--- config.mk ---
export PLATFORM = sky130hd
export DESIGN_NAME = bridge_gate_ctrl
export DESIGN_NICKNAME = d
export VERILOG_FILES = /design/src/rtl/bgc_pkg.sv /design/src/rtl/bgc_sync.sv /design/src/rtl/bgc_refresh.sv /design/src/rtl/bgc_ontimer.sv /design/src/rtl/bgc_phase.sv /design/src/rtl/bridge_gate_ctrl.sv
export SDC_FILE = /design/constraint.sdc
export NUM_CORES = 1
export LEC_CHECK = 0
export ABC_AREA = 0
export BUFFER_PORTS_ARGS = -buffer_cell sky130_fd_sc_hd__buf_2
export CAP_MARGIN = 25
export CORE_ASPECT_RATIO = 0.9
export CORE_MARGIN = 2
export CORE_UTILIZATION = 59
export CTS_BUF_LIST = sky130_fd_sc_hd__clkbuf_8
export CTS_CLUSTER_DIAMETER = 120
export DETAILED_ROUTE_END_ITERATION = 10
export GPL_ROUTABILITY_DRIVEN = 0
export PLACE_DENSITY = 0.75
export SLEW_MARGIN = 25
export SYNTH_ARGS = -nofsm -noshare
export SYNTH_HDL_FRONTEND = slang
export SYNTH_SLANG_ARGS = --single-unit
export TNS_END_PERCENT = 1
--- constraint.sdc ---
create_clock -name clk -period 2.93 [get_ports clk]
set_clock_uncertainty 0.1 [all_clocks]
set_input_delay 0.586 -clock clk [delete_from_list [all_inputs] [get_ports clk]]
set_output_delay 0.586 -clock clk [all_outputs]
set_load 0.1 [all_outputs]
--- src/rtl/bgc_pkg.sv ---
// Package: shared constants and types for the bridge gate sequencer.
// Assumes bit order A=0, B=1, C=2 on every per-phase vector.
package bgc_pkg;
    localparam int unsigned BGC_PHASES = 3;
    localparam int unsigned BGC_SYNC_STAGES = 2;

    // Pair of gate enables for one phase.
    typedef struct packed {
        logic hi;
        logic lo;
    } gate_pair_t;
endpackage

--- src/rtl/bgc_sync.sv ---
// Module: multi-stage synchronizer for a bus of independent level inputs.
// Assumes each bit is a slow level; no bus coherence is implied.
// The reset value is a parameter so that every input resets to its safe level.
module bgc_sync #(
    parameter int unsigned W      = 9,
    parameter int unsigned STAGES = 2,
    parameter logic [W-1:0] RST_VAL = '0
) (
    input  logic         clk,
    input  logic         rst_n,
    input  logic [W-1:0] d,
    output logic [W-1:0] q
);
    logic [W-1:0] stg [STAGES];

    // Shift the raw inputs through the stage chain.
    always_ff @(posedge clk) begin
        if (!rst_n) begin
            for (int i = 0; i < int'(STAGES); i++) stg[i] <= RST_VAL;
        end else begin
            stg[0] <= d;
            for (int i = 1; i < int'(STAGES); i++) stg[i] <= stg[i-1];
        end
    end

    assign q = stg[STAGES-1];
endmodule

--- src/rtl/bgc_refresh.sv ---
// Module: start-up refresh sequencer.
// Holds 'active' high for LEN edges after reset release, then drops it
// and never raises it again until the next reset.
module bgc_refresh #(
    parameter int unsigned LEN = 188
) (
    input  logic clk,
    input  logic rst_n,
    output logic active
);
    localparam int unsigned CW = (LEN < 2) ? 1 : $clog2(LEN + 1);

    logic [CW-1:0] cnt;

    // Count refresh edges and end the interval on the last one.
    always_ff @(posedge clk) begin
        if (!rst_n) begin
            cnt    <= '0;
            active <= 1'b1;
        end else if (active) begin
            cnt <= cnt + 1'b1;
            if (cnt == CW'(LEN - 1)) active <= 1'b0;
        end
    end

    // once ended, the refresh interval never restarts.
    p_once_r2: assert property (@(posedge clk) disable iff (!rst_n)
        !active |=> !active);
endmodule

--- src/rtl/bgc_ontimer.sv ---
// Module: one gate enable with a turn-on delay and an immediate turn-off.
// Priority: blk > force_on > byp > request/count.
// Assumes req, blk, byp and force_on are synchronized levels.
module bgc_ontimer #(
    parameter int unsigned DT = 4
) (
    input  logic clk,
    input  logic rst_n,
    input  logic req,
    input  logic blk,
    input  logic byp,
    input  logic force_on,
    output logic gate
);
    localparam int unsigned CW = (DT < 2) ? 1 : $clog2(DT + 1);

    logic [CW-1:0] cnt;

    // Resolve the priorities and run the dead-time count.
    always_ff @(posedge clk) begin
        if (!rst_n) begin
            gate <= 1'b0;
            cnt  <= '0;
        end else if (blk) begin
            gate <= 1'b0;
            cnt  <= '0;
        end else if (force_on) begin
            gate <= 1'b1;
            cnt  <= '0;
        end else if (byp) begin
            gate <= req;
            cnt  <= '0;
        end else if (!req) begin
            gate <= 1'b0;
            cnt  <= '0;
        end else if (!gate) begin
            if (cnt == CW'(DT - 1)) begin
                gate <= 1'b1;
                cnt  <= '0;
            end else begin
                cnt <= cnt + 1'b1;
            end
        end
    end

    // Checker: independent run length of an unbroken, countable request.
    logic [CW-1:0] held;
    always_ff @(posedge clk) begin
        if (!rst_n)
            held <= '0;
        else if (req && !blk && !byp && !force_on)
            held <= (held == CW'(DT)) ? held : held + 1'b1;
        else
            held <= '0;
    end

    // a counted turn-on needs DEAD_CYC unbroken request edges.
    p_onset_r5: assert property (@(posedge clk) disable iff (!rst_n)
        ($rose(gate) && $past(!byp && !force_on)) |-> ($past(held) >= CW'(DT - 1)));

    // a withdrawn request turns the enable off at the next edge.
    p_off_r7: assert property (@(posedge clk) disable iff (!rst_n)
        (!req && !byp && !force_on) |=> !gate);

    // a block drives the enable off at the next edge.
    p_blk_r8: assert property (@(posedge clk) disable iff (!rst_n)
        blk |=> !gate);
endmodule

--- src/rtl/bgc_phase.sv ---
// Module: one half-bridge phase.
// Decodes the active-low high-side command, applies low-side priority
// unless bypass is on, and drives two on-timers.
module bgc_phase
    import bgc_pkg::*;
#(
    parameter int unsigned DT = 4
) (
    input  logic       clk,
    input  logic       rst_n,
    input  logic       hi_n,
    input  logic       lo,
    input  logic       blk,
    input  logic       byp,
    input  logic       rfsh,
    output gate_pair_t gates
);
    logic hi_req;
    logic hi_blk;

    // High request: inverted command, masked by the low command unless bypassed.
    always_comb begin
        hi_req = !hi_n && (byp || !lo);
        hi_blk = blk || rfsh;
    end

    bgc_ontimer #(.DT(DT)) u_hi (
        .clk(clk), .rst_n(rst_n), .req(hi_req), .blk(hi_blk),
        .byp(byp), .force_on(1'b0), .gate(gates.hi)
    );

    bgc_ontimer #(.DT(DT)) u_lo (
        .clk(clk), .rst_n(rst_n), .req(lo), .blk(blk),
        .byp(byp), .force_on(rfsh), .gate(gates.lo)
    );

    // with dead time in force, the two enables of a phase are never both on.
    p_no_shoot_r4: assert property (@(posedge clk) disable iff (!rst_n)
        !byp |=> !(gates.hi && gates.lo));

    // during refresh, low on and high off unless blocked.
    p_rfsh_r2: assert property (@(posedge clk) disable iff (!rst_n)
        (rfsh && !blk) |=> (gates.lo && !gates.hi));
endmodule

--- src/rtl/bridge_gate_ctrl.sv ---
// Module: top of the three-phase gate sequencer.
// Synchronizes all command inputs, runs the start-up refresh and one
// phase slice per phase. Reset drives every enable off.
// Timing parameters are given in clock cycles.
module bridge_gate_ctrl
    import bgc_pkg::*;
#(
    parameter int unsigned NPH       = BGC_PHASES,
    parameter int unsigned DEAD_CYC  = 4,
    parameter int unsigned RFSH_BASE = 188,
    parameter int unsigned RFSH_EXT  = 0
) (
    input  logic           clk,
    input  logic           rst_n,
    input  logic [NPH-1:0] hi_cmd_n,
    input  logic [NPH-1:0] lo_cmd,
    input  logic           halt,
    input  logic           uv_lock,
    input  logic           dt_bypass,
    output logic [NPH-1:0] hi_gate,
    output logic [NPH-1:0] lo_gate
);
    localparam int unsigned DT_EFF   = (DEAD_CYC < 1) ? 1 : DEAD_CYC;
    localparam int unsigned RFSH_LEN = RFSH_BASE + RFSH_EXT;
    localparam int unsigned SW       = 2 * NPH + 3;
    // Safe reset levels: bypass off, lockout on, halt on, low off, high off (1).
    localparam logic [SW-1:0] SYNC_RST = {1'b0, 1'b1, 1'b1, {NPH{1'b0}}, {NPH{1'b1}}};

    logic [SW-1:0]  sync_q;
    logic [NPH-1:0] hi_n_s;
    logic [NPH-1:0] lo_s;
    logic           halt_s;
    logic           uv_s;
    logic           byp_s;
    logic           blk;
    logic           rfsh;

    bgc_sync #(.W(SW), .STAGES(BGC_SYNC_STAGES), .RST_VAL(SYNC_RST)) u_sync (
        .clk(clk), .rst_n(rst_n),
        .d({dt_bypass, uv_lock, halt, lo_cmd, hi_cmd_n}),
        .q(sync_q)
    );

    // Split the synchronized bus and form the global block.
    always_comb begin
        {byp_s, uv_s, halt_s, lo_s, hi_n_s} = sync_q;
        blk = halt_s || uv_s;
    end

    bgc_refresh #(.LEN(RFSH_LEN)) u_rfsh (
        .clk(clk), .rst_n(rst_n), .active(rfsh)
    );

    for (genvar p = 0; p < int'(NPH); p++) begin : g_ph
        gate_pair_t gp;
        bgc_phase #(.DT(DT_EFF)) u_ph (
            .clk(clk), .rst_n(rst_n), .hi_n(hi_n_s[p]), .lo(lo_s[p]),
            .blk(blk), .byp(byp_s), .rfsh(rfsh), .gates(gp)
        );
        assign hi_gate[p] = gp.hi;
        assign lo_gate[p] = gp.lo;
    end

    // a synchronized halt clears every enable at the next edge.
    p_halt_all_r8: assert property (@(posedge clk) disable iff (!rst_n)
        halt_s |=> (hi_gate == '0 && lo_gate == '0));

    // a synchronized lockout clears every enable at the next edge.
    p_uv_all_r9: assert property (@(posedge clk) disable iff (!rst_n)
        uv_s |=> (hi_gate == '0 && lo_gate == '0));
endmodule

* Yosys cells after proc, flatten, opt, wreduce, memory -nomap -nowiden
Memories as Yosys holds them, arrays and structs flattened.
Index checks and enable logic that the tools add are counted.
** Storage, ports and cells
- Flip-flop bits (word level) :: 33
- Bits in writable memories :: 18
- Input port bits :: 11
- Output and inout bits :: 6
- Logic and storage cells :: 99
- Memories :: 1
** Cells by class
- Add/subtract/negate cells :: 7
- Eq/ne operators :: 7
- Multiplexer cells :: 39
- Bitwise gates (word level) :: 9
- Reductions and logical operators :: 22
** Memories
- u_sync.stg :: depth 2, bits a word 9, rd ports 2, clocked after Yosys merged registers in 0, wr ports 2, line bgc_sync.sv:14 : logic [W-1:0] stg [STAGES];
** Operators by type and width (number)
- $mux 1 :: 31
- $add 3x1->3 const B :: 6
- $eq 3x2->1 const B :: 6
- $mux 3 :: 6
- $mux 9 :: 2
- $reduce_or 5->1 :: 3
- $reduce_or 4->1 :: 3
- $add 8x1->8 const B :: 1
- $eq 8x8->1 const B :: 1
- $not 1->1 :: 7
- $logic_not 1->1 :: 6
- $logic_or 1x1->1 :: 5
- $reduce_or 2->1 :: 2
- $logic_and 1x1->1 :: 3
- $or 1x1->1 :: 2

* Logic depth before layout (Yosys ltp)
Gate-level depths: netlist of run 1.
- Depth in word-level cells :: 6
- Gate-level depth with buffers :: 4
- Gate-level depth less buffers :: 4

* Cells and area by module
From an unflattened synthesis of run 1, not the netlist that was laid out.
** Unflattened totals
- Cells, all modules :: 214
- Area, all modules :: 2107.0 um2
** By module, submodules not included
- bgc_ontimer :: instances 6, cells each 19, area each 182.7 um2, sequential area each 80.1 um2
- bgc_sync :: instances 1, cells each 46, area each 555.5 um2, sequential area each 360.3 um2
- bgc_refresh :: instances 1, cells each 41, area each 392.9 um2, sequential area each 180.2 um2
- bgc_phase :: instances 3, cells each 4, area each 18.8 um2, sequential area each 0.0 um2
- bridge_gate_ctrl :: instances 1, cells each 1, area each 6.3 um2, sequential area each 0.0 um2

* Worst setup path before layout of run 1
Ideal clock, no wire load.
- Path type :: in2reg
- Start :: input rst_n
- End :: register g_ph[0].u_ph.u_hi.cnt[0]
- Library setup time :: 0.066 ns
- Arrival :: 1.604 ns
- Data required time :: 2.764 ns
- Setup slack :: 1.160 ns
- Stages on the path :: 3
- Buffers on the path :: 0
- Cell sequence :: or4b_4 > or4_4 > a21oi_2
** On the way
- Word-level cells in the longest chain between the ends :: 2
** Ends and longest elaborated chain
- start, declared :: line bridge_gate_ctrl.sv:14 : input logic rst_n,
- $not 1->1 (no line)
- $reduce_or 4->1 (no line)
- end signal, assigned :: line bgc_ontimer.sv:41 : cnt <= cnt + 1'b1;
- end, declared :: line bgc_ontimer.sv:17 : logic [CW-1:0] cnt;
Every way passes these cells.
A chain may end at the register's enable or synchronous reset.

* Final worst setup path of run 1
- Start :: register g_ph[0].u_ph.u_lo.gate
- End :: output lo_gate[0]
** RTL lines
- start, declared :: line bgc_ontimer.sv:13 : output logic gate
- start signal, assigned :: line bgc_ontimer.sv:31 : gate <= req;
- end, declared :: line bridge_gate_ctrl.sv:21 : output logic [NPH-1:0] lo_gate
No word-level cell between the ends.

==> flow_summary.toml, run 1 <==
[outcome]
status = "complete, no violations"

[timing]
tightest_slew_ns = 0.5335
finalSetupViolations = 0
hold_violations = 0
fin_crit_sh = 0.6463
slew_viol_final = 0
final.min_clock_period_ns = 1.894
rsz0062_at_grt = "no"
timing.setup.tns_ns = 0
relSlewSlack = 0.6393
max_freq_mhz = 528.1

[die]
start_util = 0.6328
placeableCoreArea_um2 = 3138
std_cell_rows = 19
io_pins = 17
die_x_um = 65.15
dieHeight_um = 59.04
die_area_um2 = 3846

[yosys]
synth_nets = 223
yosysWarnings = 0
synth-edff-count = 0
ys_ff_latch = 51
synth_top_area_share = 0.5142
syn_area_um2 = 1986
yosys.area.top_type = "dfxtp_1"
synth.area.top_cells = "dfxtp_1, ha_1, and2_1"
synth_flop_cell = "dfxtp_1"
synth_cell_types = 31
synth_area_per_cell_um2 = 9.686
yosysSeqAreaShare = 0.5142
synth_most_common_cell = "dfxtp_1"
async_reset_ff_frac = 0
postSynthCellCount = 205
synth_commonest_cells = "dfxtp_1, nand2_1, and2_1"

[worst_setup_path]
critPathMaxFanout = 7
critPathMaxStageDelay_ns = 0.47
timing.rr.start = "u_rfsh.active"
critPathTopFamily = "buffers and inverters"
rrSetupSlack_ns = 1.09
worstPathCellList = "buf_2"
cp-start-kind = "register"
reg2reg_to = "g_ph[2].u_ph.u_hi.cnt[1]"
path_class = "reg -> out"
rr_worst_depth = 3
cp.depth = 1
worstPathRequired_ns = 2.24
arrival_ns = 1.21
crit_end = "lo_gate[0]"
startpoint = "g_ph[0].u_ph.u_lo.gate"
cp_slowest_cell = "buf_2"
cp-end-kind = "primary output"
worst-path-buf-inv = 1

[route]
drtIter0Drc = 94
dr_total_vias = 1383
antenna_left = 0
drcViolationCount = 0
avgViaCountPerCell = 5.279
first_pass_iters = 4
post_drt_wl_per_cell_um = 12.02
routed_wl_mm = 3.150

[power]
p_leak_uw = 0.0008472
p_seq_frac = 0.639
p_sw_frac = 0.2094
power_frac_clock = 0.330
p_per_area_nw_per_um2 = 522.8
p_int_uw = 886.9
combPwrFrac = 0.031
ir_worst_vdd_mv = 0.3685
switchingPower_uw = 234.9

[global_route]
grt_max_degree = 31
antenna_found_initial = 0
grt_pass1_vias = 1356
overflow = 0
grt_pass1_wl_mm = 5.671
track_usage = 0.1952

[clock_network]
postCtsSetupRepairBufs = 0
clk_latency_ns = 0.30
postCtsHoldBufs = 0
cts_tree = "built"
numCtsBuffers = 5
path_clk_slew_ns = 0.09
cts_max_path_buffers = 2
cts_resized = 0
htreeDepth = 2
cts.sinks = 51
clockRootBuffer = "clkbuf_8"

[placed_design]
port_buffers = 16
dp_hpwl_mm = 2.255
placed_area_um2 = 2064

[finish]
drive_gt1_frac = 0.1636
n_antenna_cell = 0
final_design_area_no_fill_um2 = 2146
ff_latch_area_um2 = 1021
num-nets-final = 237
fill_cells = 248
multiInputGateArea_um2 = 862.1
area_growth_pct = 8.066

[worst_hold_path]
hold_class = "reg -> reg"

[job]
cap_violations = 0
[kinds of logic after synthesis]
group           share of synthesized area
compound gates                     0.1153
flops                              0.5142
fa+ha+maj                         0.04411
xor+xnor                          0.01765
mux                               0.01008
simple gates                       0.2470
buf+inv                           0.05167
[metal layers]
layer | track usage | up-vias | routed length [um]
met1 | 0.2280 | 635 | 1531
met2 | 0.3402 | 30 | 1423
met4 | 0.08036 | 0 | 55
met5 | 0 | - | 0
met3 | 0.05703 | 6 | 140
li1 | - | 712 | -
[power by group through the flow]
stage	Sequential (uW)	Clock [uW]	Combinational, uW
floorplan	731	0	23.7
global placement	733	0	32.5
detailed placement	733	0	34.4
CTS	717	377	34.7
global route	719	403	39.4
finish	717	370	34.4
[metrics by stage]
step / total power, uW / setup WS [ns] / utilization / instances / hold slack, ns
after CTS: 1129 / 1.030 / 0.6838 / 262 / 0.3156
final: 1122 / 1.036 / 0.6838 / 262 / 0.3105
after global routing: 1162 / 0.9845 / 0.6838 / 262 / 0.3392
after detailed placement: 767.7 / 0.9784 / 0.6579 / 254 / 0.2948
after global placement: 765.5 / 1.015 / 0.6579 / 254 / 0.2912
after floorplan: 754.4 / 1.160 / - / 205 / 0.2863
[area by class of cell]
class | count | area share
multi-input cells | 133 | 0.4017
flip-flops and latches | 51 | 0.4758
clock inverters | 3 | 0.005831
inverters | 11 | 0.01924
repair buffers | 17 | 0.04082
well taps | 42 | 0.02449
clock buffers | 5 | 0.03207
[flip-flops by register name (all words and copies together) (netlist names)]
register,flops
u_sync.stg,18
g_ph.u_ph.u_hi.cnt,9
g_ph.u_ph.u_lo.cnt,9
u_rfsh.cnt,8
g_ph.u_ph.u_hi.gate,3
g_ph.u_ph.u_lo.gate,3
u_rfsh.active,1
[how the worst min path moves through the flow]
stage / endpoint / cells past startpoint / from
after floorplan: u_sync.stg[0][10] / 1 / u_sync.stg[0][1]
after global placement: u_sync.stg[0][11] / 1 / u_sync.stg[0][2]
after detailed placement: u_sync.stg[0][11] / 1 / u_sync.stg[0][2]
after CTS: u_sync.stg[0][11] / 1 / u_sync.stg[0][2]
after global routing: u_sync.stg[0][15] / 1 / u_sync.stg[0][6]
final: u_sync.stg[0][15] / 1 / u_sync.stg[0][6]
[layout by cell type, fill, tap and decap left out, types with 2 or more instances in the layout]
master and instances:
clkbuf_8 5, or3_1 8, nor2b_1 10, nand2b_1 11
inv_1 13, nand2_1 17, buf_2 16, a211oi_1 3
mux2i_1 2, a21boi_0 2, a21oi_2 6, nor2_1 10
or3b_2 3, o21bai_1 3, and2_1 12, o31ai_1 3
o21ai_0 11, dfxtp_1 51, nand4_1 2, nand3_1 5
xnor2_1 3, a21oi_1 6, ha_1 7, or4_4 3
Note: power is estimated with default switching activity, not from simulation.
==> inputs of run 2 (changes only) <==
--- a/config.mk
+++ b/config.mk
@@ -5,7 +5,7 @@
 export SDC_FILE = /design/constraint.sdc
 export NUM_CORES = 1
 export LEC_CHECK = 0
-export ABC_AREA = 0
+export ABC_AREA = 1
 export BUFFER_PORTS_ARGS = -buffer_cell sky130_fd_sc_hd__buf_2
 export CAP_MARGIN = 25
 export CORE_ASPECT_RATIO = 0.9
==> constraint.sdc (replaced) <==
create_clock -name clk -period 1.9 [get_ports clk]
set_clock_uncertainty 0.1 [all_clocks]
set_input_delay 0.38 -clock clk [delete_from_list [all_inputs] [get_ports clk]]
set_output_delay 0.38 -clock clk [all_outputs]
set_load 0.1 [all_outputs]
==> run 2 against run 1 <==
Net effect: area after synthesis rose by 1.4%; non-clock buffer count fell by 1; synthesized cell count rose by 23%; global-route usage fell by 2.7 points; hold slack got worse by 0.15 ns; cell area rose by 0.87%; setup slack got worse by 0.75 ns; via count rose by 2.2%; clock-buffer cell count rose by 1; final cell count rose by 18%; largest cell class unchanged; highest routed layer unchanged.
==> flow_summary.toml, run 2 <==
[power]
p_per_area_nw_per_um2 = 811.5
power_uw = 1757
p_sw_frac = 0.2013
combPwrFrac = 0.032
p_int_uw = 1403
ir_worst_vdd_mv = 0.7017
p_leak_uw = 0.0009865
power_frac_clock = 0.340
p_seq_frac = 0.628
switchingPower_uw = 353.7

[finish]
num-nets-final = 284
area_growth_pct = 7.454
top_register = "u_sync.stg"
final_cell_mix = "dfxtp_1, nand2_1, inv_1"
n_antenna_cell = 0
layout.cells.most_common = "dfxtp_1"
drive_gt1_frac = 0.1541
largest_reg_flops = 18
stdcell_count = 310
reg.largest.list = "u_sync.stg: 18 flops, g_ph.u_ph.u_hi.cnt: 9 flops, g_ph.u_ph.u_lo.cnt: 9 flops"

[timing]
slew_viol_final = 0
rsz0062_at_grt = "no"
relSlewSlack = 0.6807
tightest_slew_ns = 0.4823
finalSetupViolations = 0
fin_crit_sh = 0.8501
holdWs_ns = 0.1628
final.min_clock_period_ns = 1.615
hold_violations = 0
timing.setup.tns_ns = 0
max_freq_mhz = 619.1

[yosys]
syn_area_um2 = 2014
synth_top_area_share = 0.5068
yosys.area.top_type = "dfxtp_1"
synth_cell_types = 24
async_reset_ff_frac = 0
postSynthCellCount = 253
yosysWarnings = 0
synth_area_per_cell_um2 = 7.962
synth_commonest_cells = "dfxtp_1, nand2_1, inv_1, nor2_1, o21ai_0"
synth-edff-count = 0
synth_flop_cell = "dfxtp_1"
yosysSeqAreaShare = 0.5068
synth_nets = 271
ys_ff_latch = 51
synth.area.top_cells = "dfxtp_1, nand2_1, inv_1"
synth_most_common_cell = "dfxtp_1"

[worst_setup_path]
timing.rr.start = "u_rfsh.cnt[0]"
critPathMaxFanout = 5
worst-path-buf-inv = 1
cp.depth = 1
path_class = "reg -> out"
worstPathRequired_ns = 1.42
cp-end-kind = "primary output"
cp_slowest_cell = "buf_2"
worstPathCellList = "buf_2"
critPathMaxStageDelay_ns = 0.45
critPathTopFamily = "buffers and inverters"
rr_worst_depth = 6
cp-start-kind = "register"
arrival_ns = 1.14
startpoint = "g_ph[0].u_ph.u_hi.gate"

[die]
start_util = 0.6053
die_area_um2 = 3898
std_cell_rows = 20
placeableCoreArea_um2 = 3328
io_pins = 17
die_x_um = 65.59
dieHeight_um = 59.44

[placed_design]
port_buffers = 16
dp_hpwl_mm = 2.089
dpl.cell_count = 303

[job]
cap_violations = 0

[route]
antenna_left = 0
drtIter0Drc = 51
first_pass_iters = 4
dr_total_vias = 1413
routed_wl_mm = 2.799
avgViaCountPerCell = 4.558
drcViolationCount = 0
post_drt_wl_per_cell_um = 9.029

[global_route]
antenna_found_initial = 0
grt_pass1_wl_mm = 4.857
grt_max_degree = 20
overflow = 0
grt_pass1_vias = 1145
track_usage = 0.1683

[clock_network]
htreeDepth = 2
path_clk_slew_ns = 0.08
cts_resized = 0
clockRootBuffer = "clkbuf_8"
postCtsHoldBufs = 0
cts_max_path_buffers = 2
postCtsSetupRepairBufs = 0
clk_latency_ns = 0.30
cts.sinks = 51
cts_tree = "built"
numCtsBuffers = 5

[worst_hold_path]
hold_class = "in -> reg"
hp-start = "dt_bypass"
holdPathStages = 3

[outcome]
status = "complete, no violations"
==> run 2: cell types whose count changed after synthesis, moves of 11 or more <==
| cell | before | now |
|---|---|---|
| nand2_1 | 17 | 47 |
| inv_1 | 11 | 38 |
| nor2_1 | 10 | 33 |
| and2_1 | 12 | 1 |
| nand2b_1 | 11 | 0 |
==> run 2: cell type report <==
type	count	area [um^2]
fillers	296	1164
flip-flops and latches	51	1021
multi-input cells	152	770.7
inverters	40	150.1
clock buffers	6	82.58
repair buffers	16	80.08
well taps	44	55.05
clock inverters	1	5.005
==> run 2: per-stage QoR <==
| stage | area [um^2] | worst slack, ns | utilization |
|---|---|---|---|
| after detailed placement | 2077 | 0.4962 | 0.6241 |
| after floorplan | 2014 | 0.7259 | - |
| after global routing | 2165 | 0.2233 | 0.6504 |
| after global placement | 2077 | 0.5254 | 0.6241 |
| final | 2165 | 0.2848 | 0.6504 |
| after CTS | 2165 | 0.2677 | 0.6504 |
==> run 2: final timing paths <==
path | slack, ns | endpoint
setup / recovery | 0.28 | hi_gate[0]
hold / removal | 0.16 | u_sync.stg[0][8]
setup reg to reg | 0.62 | u_rfsh.cnt[6]
hold reg to reg | 0.31 | u_sync.stg[0][13]
==> run 2: power groups by stage <==
stage | combinational, uW | clock, uW | sequential (uW)
after floorplan | 46.5 | 0 | 1120
after global placement | 56.6 | 0 | 1130
after detailed placement | 58.1 | 0 | 1130
after CTS | 57.9 | 618 | 1100
after global routing | 66.4 | 671 | 1110
final | 57.0 | 597 | 1100
==> run 2: per-layer routing <==
metal	vias up	GRT usage	routed length (um)	part of all wire
li1	798	-	-	-
met1	592	0.2234	1481	0.53
met2	18	0.2478	1170	0.42
met3	5	0.06844	98	0.035
met4	0	0.06250	48	0.017
met5	-	0	0	0
==> run 2: cell families after synthesis <==
kind of cell | count (synthesis) | share of synthesized area
flops | 51 | 0.5068
simple gates | 110 | 0.2404
compound gates | 35 | 0.09876
buf+inv | 50 | 0.1106
fa+ha+maj | 7 | 0.04348
==> inputs of run 3 (changes only) <==
--- a/config.mk
+++ b/config.mk
@@ -15,7 +15,7 @@
 export CTS_CLUSTER_DIAMETER = 120
 export DETAILED_ROUTE_END_ITERATION = 10
 export GPL_ROUTABILITY_DRIVEN = 0
-export PLACE_DENSITY = 0.75
+export PLACE_DENSITY = 0.87
 export SLEW_MARGIN = 25
 export SYNTH_ARGS = -nofsm -noshare
 export SYNTH_HDL_FRONTEND = slang
==> run 3 against run 2 <==
Net effect: via count increased by 5.4%; clock power increased by 2%; critical path depth unchanged; die area unchanged; highest routed layer unchanged.
==> flow_summary.toml, run 3 (same netlist as run 2, synthesis figures left out) <==
[global_route]
grt_pass1_vias = 1335
grt_pass1_wl_mm = 5.264
overflow = 0
grt_max_degree = 20
antenna_found_initial = 0
track_usage = 0.1826

[power]
switchingPower_uw = 369.1
combPwrFrac = 0.033
p_per_area_nw_per_um2 = 818.8
power_frac_clock = 0.344
p_int_uw = 1403
p_seq_frac = 0.622
p_leak_uw = 0.0009865
ir_worst_vdd_mv = 0.5260
p_sw_frac = 0.2082
power_uw = 1772

[die]
dieHeight_um = 59.44
die_x_um = 65.59
die_area_um2 = 3898
placeableCoreArea_um2 = 3328
io_pins = 17
start_util = 0.6053
std_cell_rows = 20

[clock_network]
cts_max_path_buffers = 2
numCtsBuffers = 5
clockRootBuffer = "clkbuf_8"
htreeDepth = 2
cts.sinks = 51
postCtsSetupRepairBufs = 0
cts_tree = "built"
path_clk_slew_ns = 0.08
postCtsHoldBufs = 0
cts_resized = 0
clk_latency_ns = 0.30

[route]
drtIter0Drc = 47
avgViaCountPerCell = 4.803
first_pass_iters = 4
post_drt_wl_per_cell_um = 9.942
dr_total_vias = 1489
antenna_left = 0
drcViolationCount = 0
routed_wl_mm = 3.082

[worst_setup_path]
timing.rr.start = "u_rfsh.cnt[0]"
cp_slowest_cell = "buf_2"
cp-start-kind = "register"
worstPathRequired_ns = 1.42
critPathMaxFanout = 4
reg2reg_to = "u_rfsh.cnt[6]"
worstPathCellList = "buf_2"
rr_worst_depth = 6
path_class = "reg -> out"
startpoint = "g_ph[0].u_ph.u_lo.gate"
critPathMaxStageDelay_ns = 0.45
cp-end-kind = "primary output"
arrival_ns = 1.14
critPathTopFamily = "buffers and inverters"
worst-path-buf-inv = 1
rrSetupSlack_ns = 0.61

[finish]
final_util = 0.6504
drive_gt1_frac = 0.1541
largest_reg_flops = 18
top_register = "u_sync.stg"
n_antenna_cell = 0
final_cell_mix = "dfxtp_1, nand2_1, inv_1"
area_growth_pct = 7.454
layout.cells.most_common = "dfxtp_1"
reg.largest.list = "u_sync.stg: 18 flops, g_ph.u_ph.u_hi.cnt: 9 flops, g_ph.u_ph.u_lo.cnt: 9 flops"
num-nets-final = 284

[timing]
finalSetupViolations = 0
hold_violations = 0
tightest_slew_ns = 0.4862
fin_crit_sh = 0.8535
relSlewSlack = 0.6781
slew_viol_final = 0
timing.setup.tns_ns = 0
final.min_clock_period_ns = 1.622
rsz0062_at_grt = "no"
max_freq_mhz = 616.7

[worst_hold_path]
holdPathStages = 2
hp-start = "halt"
hold_class = "in -> reg"
min_to = "u_sync.stg[0][6]"

[job]
cap_violations = 0

[placed_design]
port_buffers = 16
dp_hpwl_mm = 2.318

[outcome]
status = "complete, no violations"
[run 3: cell counts in the layout (fill, tap and decap cells not counted)]
Identical to the previous run, type by type.
[run 3: layer usage]
layer,up-vias,track usage,wire [um]
met4,0,0.06250,55
met1,660,0.2014,1418
met2,22,0.3207,1479
met3,5,0.07414,128
met5,-,0,0
li1,802,-,-
[run 3: worst max-delay path by stage]
stage	to	cells past startpoint
3_3_place_gp	u_sync.stg[0][11]	3
6_report	lo_gate[0]	1
4_1_cts	lo_gate[0]	1
5_1_grt	hi_gate[2]	1
3_5_place_dp	u_sync.stg[0][0]	3
2_1_floorplan	u_sync.stg[0][0]	4
[run 3: worst register-to-register path, delay by kind of cell (launching register included)]
family | cells | cell delay [ns]
adder cells (fa/ha/maj) | 1 | 0.23
flip-flops | 1 | 0.40
AND/OR/NAND/NOR | 5 | 0.46
[run 3: layout make-up]
cell class,count,area [um^2]
multi-input cells,152,770.7
clock buffers,6,82.58
clock inverters,1,5.005
repair buffers,16,80.08
well taps,44,55.05
flip-flops and latches,51,1021
inverters,40,150.1
fillers,288,1164
[run 3: power groups by stage]
stage	Clock, uW	Sequential (uW)	Combinational, uW
3_5_place_dp	0	1130	58.8
6_report	611	1100	58.6
5_1_grt	670	1110	68.1
3_3_place_gp	0	1130	56.1
2_1_floorplan	0	1120	46.5
4_1_cts	628	1100	59.3
[run 3: through the flow]
| step | cells | hold WS, ns | worst slack (ns) | cell area (um^2) |
|---|---|---|---|---|
| after floorplan | 253 | 0.2905 | 0.7259 | 2014 |
| after global placement | 303 | 0.2961 | 0.5350 | 2077 |
| after detailed placement | 303 | 0.2993 | 0.5055 | 2077 |
| after CTS | 310 | 0.1462 | 0.2744 | 2165 |
| after global routing | 310 | 0.1471 | 0.2283 | 2165 |
| final | 310 | 0.1543 | 0.2784 | 2165 |
